===== config.mk =====
export PLATFORM = sky130hd
export DESIGN_NAME = slow_sub_divider
export DESIGN_NICKNAME = d
export VERILOG_FILES = /design/src/rtl/sub_div_pkg.sv /design/src/rtl/sub_div_rst_sync.sv /design/src/rtl/sub_div_tick.sv /design/src/rtl/sub_div_datapath.sv /design/src/rtl/sub_div_ctrl.sv /design/src/rtl/slow_sub_divider.sv
export SDC_FILE = /design/constraint.sdc
export NUM_CORES = 1
export LEC_CHECK = 0
export BUFFER_PORTS_ARGS = -buffer_cell sky130_fd_sc_hd__buf_4
export CAP_MARGIN = 10
export CELL_PAD_IN_SITES_DETAIL_PLACEMENT = 0
export CELL_PAD_IN_SITES_GLOBAL_PLACEMENT = 1
export CORE_ASPECT_RATIO = 1.2
export CORE_MARGIN = 5
export CORE_UTILIZATION = 25
export CTS_BUF_LIST = sky130_fd_sc_hd__clkbuf_4 sky130_fd_sc_hd__clkbuf_8
export DETAILED_ROUTE_END_ITERATION = 10
export PLACE_DENSITY = 0.57
export SLEW_MARGIN = 20
export SYNTH_ARGS = -nofsm -noshare
export SYNTH_HDL_FRONTEND = slang
export SYNTH_SLANG_ARGS = --single-unit

===== constraint.sdc =====
create_clock -name clk -period 10.6 [get_ports clk]
set_input_delay 2.12 -clock clk [delete_from_list [all_inputs] [get_ports clk]]
set_output_delay 2.12 -clock clk [all_outputs]
set_load 0.01 [all_outputs]

===== src/rtl/sub_div_pkg.sv =====
`timescale 1ns/1ps
package sub_div_pkg;
  typedef enum logic [0:0] {
    ST_IDLE = 1'b0,
    ST_RUN  = 1'b1
  } div_state_e;
endpackage


===== src/rtl/sub_div_rst_sync.sv =====
`timescale 1ns/1ps
module sub_div_rst_sync #(
  parameter int STAGES = 2
) (
  input  logic clk,
  input  logic rst_n,
  output logic rst_n_sync_o
);
  logic [STAGES-1:0] sync_q;
  logic [STAGES-1:0] sync_d;

  always_comb begin
    sync_d = {sync_q[STAGES-2:0], 1'b1};
  end

  always_ff @(posedge clk or negedge rst_n) begin
    if (!rst_n) sync_q <= '0;
    else        sync_q <= sync_d;
  end

  assign rst_n_sync_o = sync_q[STAGES-1];
endmodule


===== src/rtl/sub_div_tick.sv =====
`timescale 1ns/1ps
module sub_div_tick #(
  parameter int PERIOD = 2
) (
  input  logic clk,
  input  logic rst_n,
  input  logic clear_i,
  input  logic run_i,
  output logic tick_o
);
  localparam int CW = (PERIOD > 1) ? $clog2(PERIOD) : 1;
  localparam logic [CW-1:0] LAST = CW'(PERIOD - 1);

  logic [CW-1:0] cnt_q;
  logic [CW-1:0] cnt_d;
  logic          cnt_en;

  always_comb begin
    cnt_en = clear_i | run_i;
    if (clear_i)             cnt_d = '0;
    else if (cnt_q == LAST)  cnt_d = '0;
    else                     cnt_d = cnt_q + CW'(1);
  end

  always_ff @(posedge clk or negedge rst_n) begin
    if (!rst_n)      cnt_q <= '0;
    else if (cnt_en) cnt_q <= cnt_d;
  end

  assign tick_o = run_i & (cnt_q == LAST);
endmodule


===== src/rtl/sub_div_datapath.sv =====
`timescale 1ns/1ps
module sub_div_datapath #(
  parameter int DATA_W = 112,
  parameter int FRAC_W = 6
) (
  input  logic                     clk,
  input  logic                     rst_n,
  input  logic                     load_i,
  input  logic                     zero_i,
  input  logic                     step_i,
  input  logic [DATA_W-1:0]        dividend_i,
  input  logic [DATA_W-1:0]        divisor_i,
  output logic                     ge_o,
  output logic [DATA_W+FRAC_W-1:0] rem_o,
  output logic [DATA_W+FRAC_W-1:0] quo_o,
  output logic [DATA_W-1:0]        div_o,
  output logic                     dbz_o
);
  localparam int W = DATA_W + FRAC_W;

  logic [W-1:0]      rem_q, rem_d;
  logic [W-1:0]      quo_q, quo_d;
  logic [DATA_W-1:0] div_q, div_d;
  logic              dbz_q, dbz_d;
  logic [W-1:0]      div_ext;
  logic              reg_en;

  assign div_ext = {{FRAC_W{1'b0}}, div_q};
  assign ge_o    = (rem_q >= div_ext);
  assign reg_en  = load_i | step_i;

  always_comb begin
    rem_d = rem_q;
    quo_d = quo_q;
    div_d = div_q;
    dbz_d = dbz_q;
    if (load_i) begin
      rem_d = {dividend_i, {FRAC_W{1'b0}}};
      div_d = divisor_i;
      dbz_d = zero_i;
      quo_d = zero_i ? '1 : '0;
    end else if (step_i) begin
      rem_d = rem_q - div_ext;
      quo_d = quo_q + W'(1);
    end
  end

  always_ff @(posedge clk or negedge rst_n) begin
    if (!rst_n) begin
      rem_q <= '0;
      quo_q <= '0;
      div_q <= '0;
      dbz_q <= 1'b0;
    end else if (reg_en) begin
      rem_q <= rem_d;
      quo_q <= quo_d;
      div_q <= div_d;
      dbz_q <= dbz_d;
    end
  end

  assign rem_o = rem_q;
  assign quo_o = quo_q;
  assign div_o = div_q;
  assign dbz_o = dbz_q;
endmodule


===== src/rtl/sub_div_ctrl.sv =====
`timescale 1ns/1ps
module sub_div_ctrl
  import sub_div_pkg::*;
(
  input  logic clk,
  input  logic rst_n,
  input  logic start_i,
  input  logic zero_i,
  input  logic tick_i,
  input  logic ge_i,
  output logic load_o,
  output logic step_o,
  output logic busy_o,
  output logic done_o
);
  div_state_e state_q, state_d;
  logic       done_q, done_d;

  always_comb begin
    state_d = state_q;
    done_d  = 1'b0;
    load_o  = 1'b0;
    step_o  = 1'b0;
    unique case (state_q)
      ST_IDLE: begin
        if (start_i) begin
          load_o = 1'b1;
          if (zero_i) done_d  = 1'b1;
          else        state_d = ST_RUN;
        end
      end
      ST_RUN: begin
        if (tick_i) begin
          if (ge_i) begin
            step_o = 1'b1;
          end else begin
            done_d  = 1'b1;
            state_d = ST_IDLE;
          end
        end
      end
      default: state_d = ST_IDLE;
    endcase
  end

  always_ff @(posedge clk or negedge rst_n) begin
    if (!rst_n) begin
      state_q <= ST_IDLE;
      done_q  <= 1'b0;
    end else begin
      state_q <= state_d;
      done_q  <= done_d;
    end
  end

  assign busy_o = (state_q == ST_RUN);
  assign done_o = done_q;
endmodule


===== src/rtl/slow_sub_divider.sv =====
`timescale 1ns/1ps
module slow_sub_divider #(
  parameter int DATA_W    = 112,
  parameter int FRAC_W    = 6,
  parameter int EN_PERIOD = 2
) (
  input  logic                     clk,
  input  logic                     rst_n,
  input  logic                     start_i,
  input  logic [DATA_W-1:0]        dividend_i,
  input  logic [DATA_W-1:0]        divisor_i,
  output logic                     busy_o,
  output logic                     done_o,
  output logic                     dbz_o,
  output logic [DATA_W+FRAC_W-1:0] quotient_o,
  output logic [DATA_W+FRAC_W-1:0] remainder_o
);
  logic              rst_n_s;
  logic              load_w;
  logic              step_w;
  logic              tick_w;
  logic              ge_w;
  logic              zero_w;
  logic [DATA_W-1:0] div_w;

  assign zero_w = (divisor_i == '0);

  sub_div_rst_sync #(.STAGES(2)) u_rst (
    .clk          (clk),
    .rst_n        (rst_n),
    .rst_n_sync_o (rst_n_s)
  );

  sub_div_tick #(.PERIOD(EN_PERIOD)) u_tick (
    .clk     (clk),
    .rst_n   (rst_n_s),
    .clear_i (load_w),
    .run_i   (busy_o),
    .tick_o  (tick_w)
  );

  sub_div_ctrl u_ctrl (
    .clk     (clk),
    .rst_n   (rst_n_s),
    .start_i (start_i),
    .zero_i  (zero_w),
    .tick_i  (tick_w),
    .ge_i    (ge_w),
    .load_o  (load_w),
    .step_o  (step_w),
    .busy_o  (busy_o),
    .done_o  (done_o)
  );

  sub_div_datapath #(.DATA_W(DATA_W), .FRAC_W(FRAC_W)) u_dp (
    .clk        (clk),
    .rst_n      (rst_n_s),
    .load_i     (load_w),
    .zero_i     (zero_w),
    .step_i     (step_w),
    .dividend_i (dividend_i),
    .divisor_i  (divisor_i),
    .ge_o       (ge_w),
    .rem_o      (remainder_o),
    .quo_o      (quotient_o),
    .div_o      (div_w),
    .dbz_o      (dbz_o)
  );
endmodule


==> metrics.md <==
| Metric | Value |
|---|---|
| Outcome | completed |
| Reg2reg end | u_dp.quo_o[57]$_DFFE_PN0P_ |
| WP data required | roughly 11 ns |
| Distinct cells, synth | 84 |
| Row cnt | around 130 |
| Worst-path clk slew | roughly 0.05 ns |
| # port buffers | roughly 470 |
| Critical path's slowest cell | buf_4 |
| Layout Utilization | between 30% and 40% |
| Mux contribution to synthesized area | 0.3015% |
| Seq/Total Area, Yosys | 36.18% |
| Post-Syn Area per Cell | 7.886 um^2 |
| Post-Synth Simple-Gate Area | between 20% and 30% |
| Syn Std Cell Area | between 20,000 and 25,000 um^2 |
| Multi-input logic area | 14,290 um^2 |
| Share of cells above drive strength 1 | between 10% and 20% |
| Post-Place Setup Slack | just under 5 ns |
| CORE AREA | 96,970 um^2 |
| CTS max path bufs | 3 |
| Worst path bufs/invs | 2 |
| FF+latch count, synth | about 350 |
| Max cap viols | 0 |
| Syn-to-layout area delta | 25.63% |
| DR pass1 iterations | 5 |
| Endpoints failing setup | 0 |
| Leakage power | between 10 and 15 nW |
| Antenna-violating nets left | 0 |
| CP Class | reg -> reg |
| Startpoint class of the critical path | flop |
| Fin nets | 3,830 |
| Xor/xnor share of the synthesized area | 6.653% |
| Commonest non-fill, non-tap cell in the layout | buf_4 |
| Worst rel slew slack | 22.93% |
| Critical Path Fanout Max | 53 |
| CP Capture Type | flop |
| Crit-path cells | inv_1 -> ha_1 -> fa_1 -> nor2b_1 -> o31a_1 -> o31ai_4 -> a211oi_2 -> o21bai_1 -> a211o_1 -> a211oi_4 -> o21a_4 -> buf_4 -> nand4b_2 -> or3_1 -> a31oi_1 |
| # DRC | 0 |
| RSZ-0062 raised after global routing | false |
| Commonest cells after routing, fill and taps aside | buf_4, nand2_1, a21oi_1 |
| Largest family of logic cells by synthesized area | compound AO/OA/AOI/OAI gates |
| Post-Place Cells | roughly 4.7k |
| Top post-synthesis cells by area | dfrtp_1, a21oi_1, nand2_1, o21ai_0, ha_1 |
| Die height | between 300 and 400 um |
| Worst-Margin Slew | around 1.1 ns |
| Ports | 466 |
| Post-cts sizing count | 0 |
| First-pass GRT wire length | 164.1 mm |
| Total grt overflow | 0 |
| Max IR drop VDD | roughly 0.2 mV |
| Vias in the first global route | 24.94k |
| Final-report hold violation count | 0 |
| Largest net degree at the start of global routing | about 170 |
| Die area | between 100,000 and 150,000 um^2 |
| Clock Skew | around 0.037 ns |
| Register area | between 8000 and 9000 um^2 |
| Final wirelength | roughly 110 mm |
| Post-Synth Adder-Cell Area | between 5 and 6% |
| CTS Hold Bufs | 0 |
| Dpl hpwl | ~85 mm |
| Main flop type after synthesis | dfrtp_1 |
| Area fraction in compound gates after synthesis | a little under a quarter |
| Tmin final | 5.484 ns |
| GRT Resource Usage Total | about 20% |
| Synth Warn # | 0 |
| Setup_tns | 0 ns |
| Antenna violations before repair | 10 |
| Reg-to-reg startpoint | u_dp.rem_o[0]$_DFFE_PN0P_ |
| CTS tree | yes |
| Worst R2R Path Depth | 15 |
| CTS root buf | clkbuf_8 |
| Clock sink count | ~350 |
| Crit-path max cell delay | just under 0.7 ns |
| Hold Path End | u_rst.sync_q[1]$_DFF_PN0_ |
| Area leader, netlist | dfrtp_1 |
| Vias post-DR | roughly 24k |
| Hold_ws | 0.3487 ns |
| Final worst slack | around 5 ns |
| Slew Viols, Final | 0 |
| Initial Util | between 20 and 30% |
| Initial DRC Count | between 1k and 1.5k |
| CP top delay family | compound AO/OA/AOI/OAI gates |
| Worst hold start | u_rst.sync_q[0]$_DFF_PN0_ |
| Area share of the largest cell type after synthesis | between 30% and 40% |
| Post-synthesis cell count | 3,105 |
| PwrDens | roughly 410 nW/um^2 |
| Worst Hold Depth | 0 |
| Total clock buffers created by CTS | between 70 and 80 |
| # fillers | roughly 11k |
| Clk_lat worst skew | 0.69 ns |
| GP Congestion | 0.8544 |
| Synth async-reset ratio | 100.0% |
| Crit share post-route | between 50% and 60% |
| Avg WL per Cell | between 20 and 25 um |
| Setup bufs post-CTS | 0 |
| Via/cell ratio | ~5.1 |
| Chip width | 295.7 um |
| Worst min path class | reg -> reg |
| Non-filler cells in the finished layout | roughly 4.8k |
| EDFF count, synth | 0 |
| H-Tree Depth | 3 |
| Setup slack, reg-to-reg | ~5.1 ns |
| Worst EP arrival | between 6 and 7 ns |
| Max Freq | 0.1824 GHz |
| Net count after synthesis | roughly 3.4k |
## worst register-to-register path, stage by stage (launching register included)
cell      delay [ns]
dfrtp_1         0.36
inv_1           0.05
ha_1            0.22
fa_1            0.41
nor2b_1         0.17
o31a_1          0.24
o31ai_4         0.10
a211oi_2        0.24
o21bai_1        0.35
a211o_1         0.45
a211oi_4        0.45
o21a_4          0.65
buf_4           0.74
nand4b_2        0.37
or3_1           0.42
a31oi_1         0.17
## sequential cells by signal, indices dropped and copies added (netlist names)
signal         cells
u_dp.quo_o       118
u_ctrl.done_o      1
u_rst.sync_q       2
u_dp.div_o       112
u_tick.cnt_q       1
u_dp.dbz_o         1
u_dp.rem_o       118
u_ctrl.busy_o      1
## worst max-delay path by stage
stage	startpoint	endpoint	slack, ns	cells past startpoint
floorplan	u_rst.sync_q[1]$_DFF_PN0_	u_ctrl.busy_o$_DFF_PN0_	0.003	0
global placement	divisor_i[14]	u_dp.quo_o[65]$_DFFE_PN0P_	3.83	8
detailed placement	divisor_i[15]	u_dp.quo_o[65]$_DFFE_PN0P_	4.97	8
CTS	u_dp.rem_o[27]$_DFFE_PN0P_	u_dp.quo_o[57]$_DFFE_PN0P_	5.06	13
global route	u_dp.rem_o[27]$_DFFE_PN0P_	u_dp.quo_o[57]$_DFFE_PN0P_	4.74	13
finish	u_dp.rem_o[0]$_DFFE_PN0P_	u_dp.quo_o[57]$_DFFE_PN0P_	5.12	15
## cells by family (layout without fill, tap and decap cells)
kind of cell             after synthesis  in the layout
AO/OA/AOI/OAI                        964            964
AND/OR/NAND/NOR                     1113           1113
multiplexers                           7              7
buffers and inverters                366            804
adder cells (fa/ha/maj)              114            114
XOR/XNOR                             186            186
flip-flops                           354            354
other                                  1              6
## cell usage after synthesis (all sizes together) (11+ instances only)
| library cell | count |
|---|---|
| a31oi | 53 |
| ha | 113 |
| and3 | 50 |
| or3 | 26 |
| a211oi | 24 |
| a21oi | 376 |
| o31ai | 14 |
| nor4 | 75 |
| nand4 | 107 |
| o21bai | 46 |
| nand3 | 68 |
| and4 | 16 |
| a21o | 57 |
| o21ai | 290 |
| clkbuf | 129 |
| buf | 62 |
| xnor2 | 133 |
| nor2 | 242 |
| or2 | 13 |
| inv | 175 |
| o21a | 15 |
| xor2 | 53 |
| dfrtp | 354 |
| o211ai | 11 |
| nand2 | 406 |
| nor3 | 64 |
## cell type report
cell class / count / area share (%)
multi-input cells: 2385 / 46.46
flip-flops and latches: 354 / 28.81
repair buffers: 500 / 12.29
well taps: 1270 / 5.165
clock buffers: 114 / 4.632
inverters: 175 / 2.135
clock inverters: 15 / 0.4718
diodes: 5 / 0.04067
## per-layer routing
metal  vias up  GRT usage (%)  share of wire [%]
li1      11835              -                  -
met1     11812          25.57                 42
met2       645          34.13                 48
met3       143          5.399                7.0
met4         8          6.650                3.2
met5         -              0              0.066
## metrics by stage
step           instance area [um^2]  total power [mW]
3_5_place_dp                  29180             11.21
3_3_place_gp                  29130             11.20
4_1_cts                       30750             12.90
5_1_grt                       30750             13.87
2_1_floorplan                 24490             8.097
6_report                      30760             12.76
## report_power, final
group          switching (mW)  total (mW)  internal, mW
registers               0.663        2.76          2.09
clock network           0.694        1.60         0.904
logic                    5.20        8.41          3.21
total                    6.56        12.8          6.20
No activity file was read; power rests on OpenSTA's default activity.
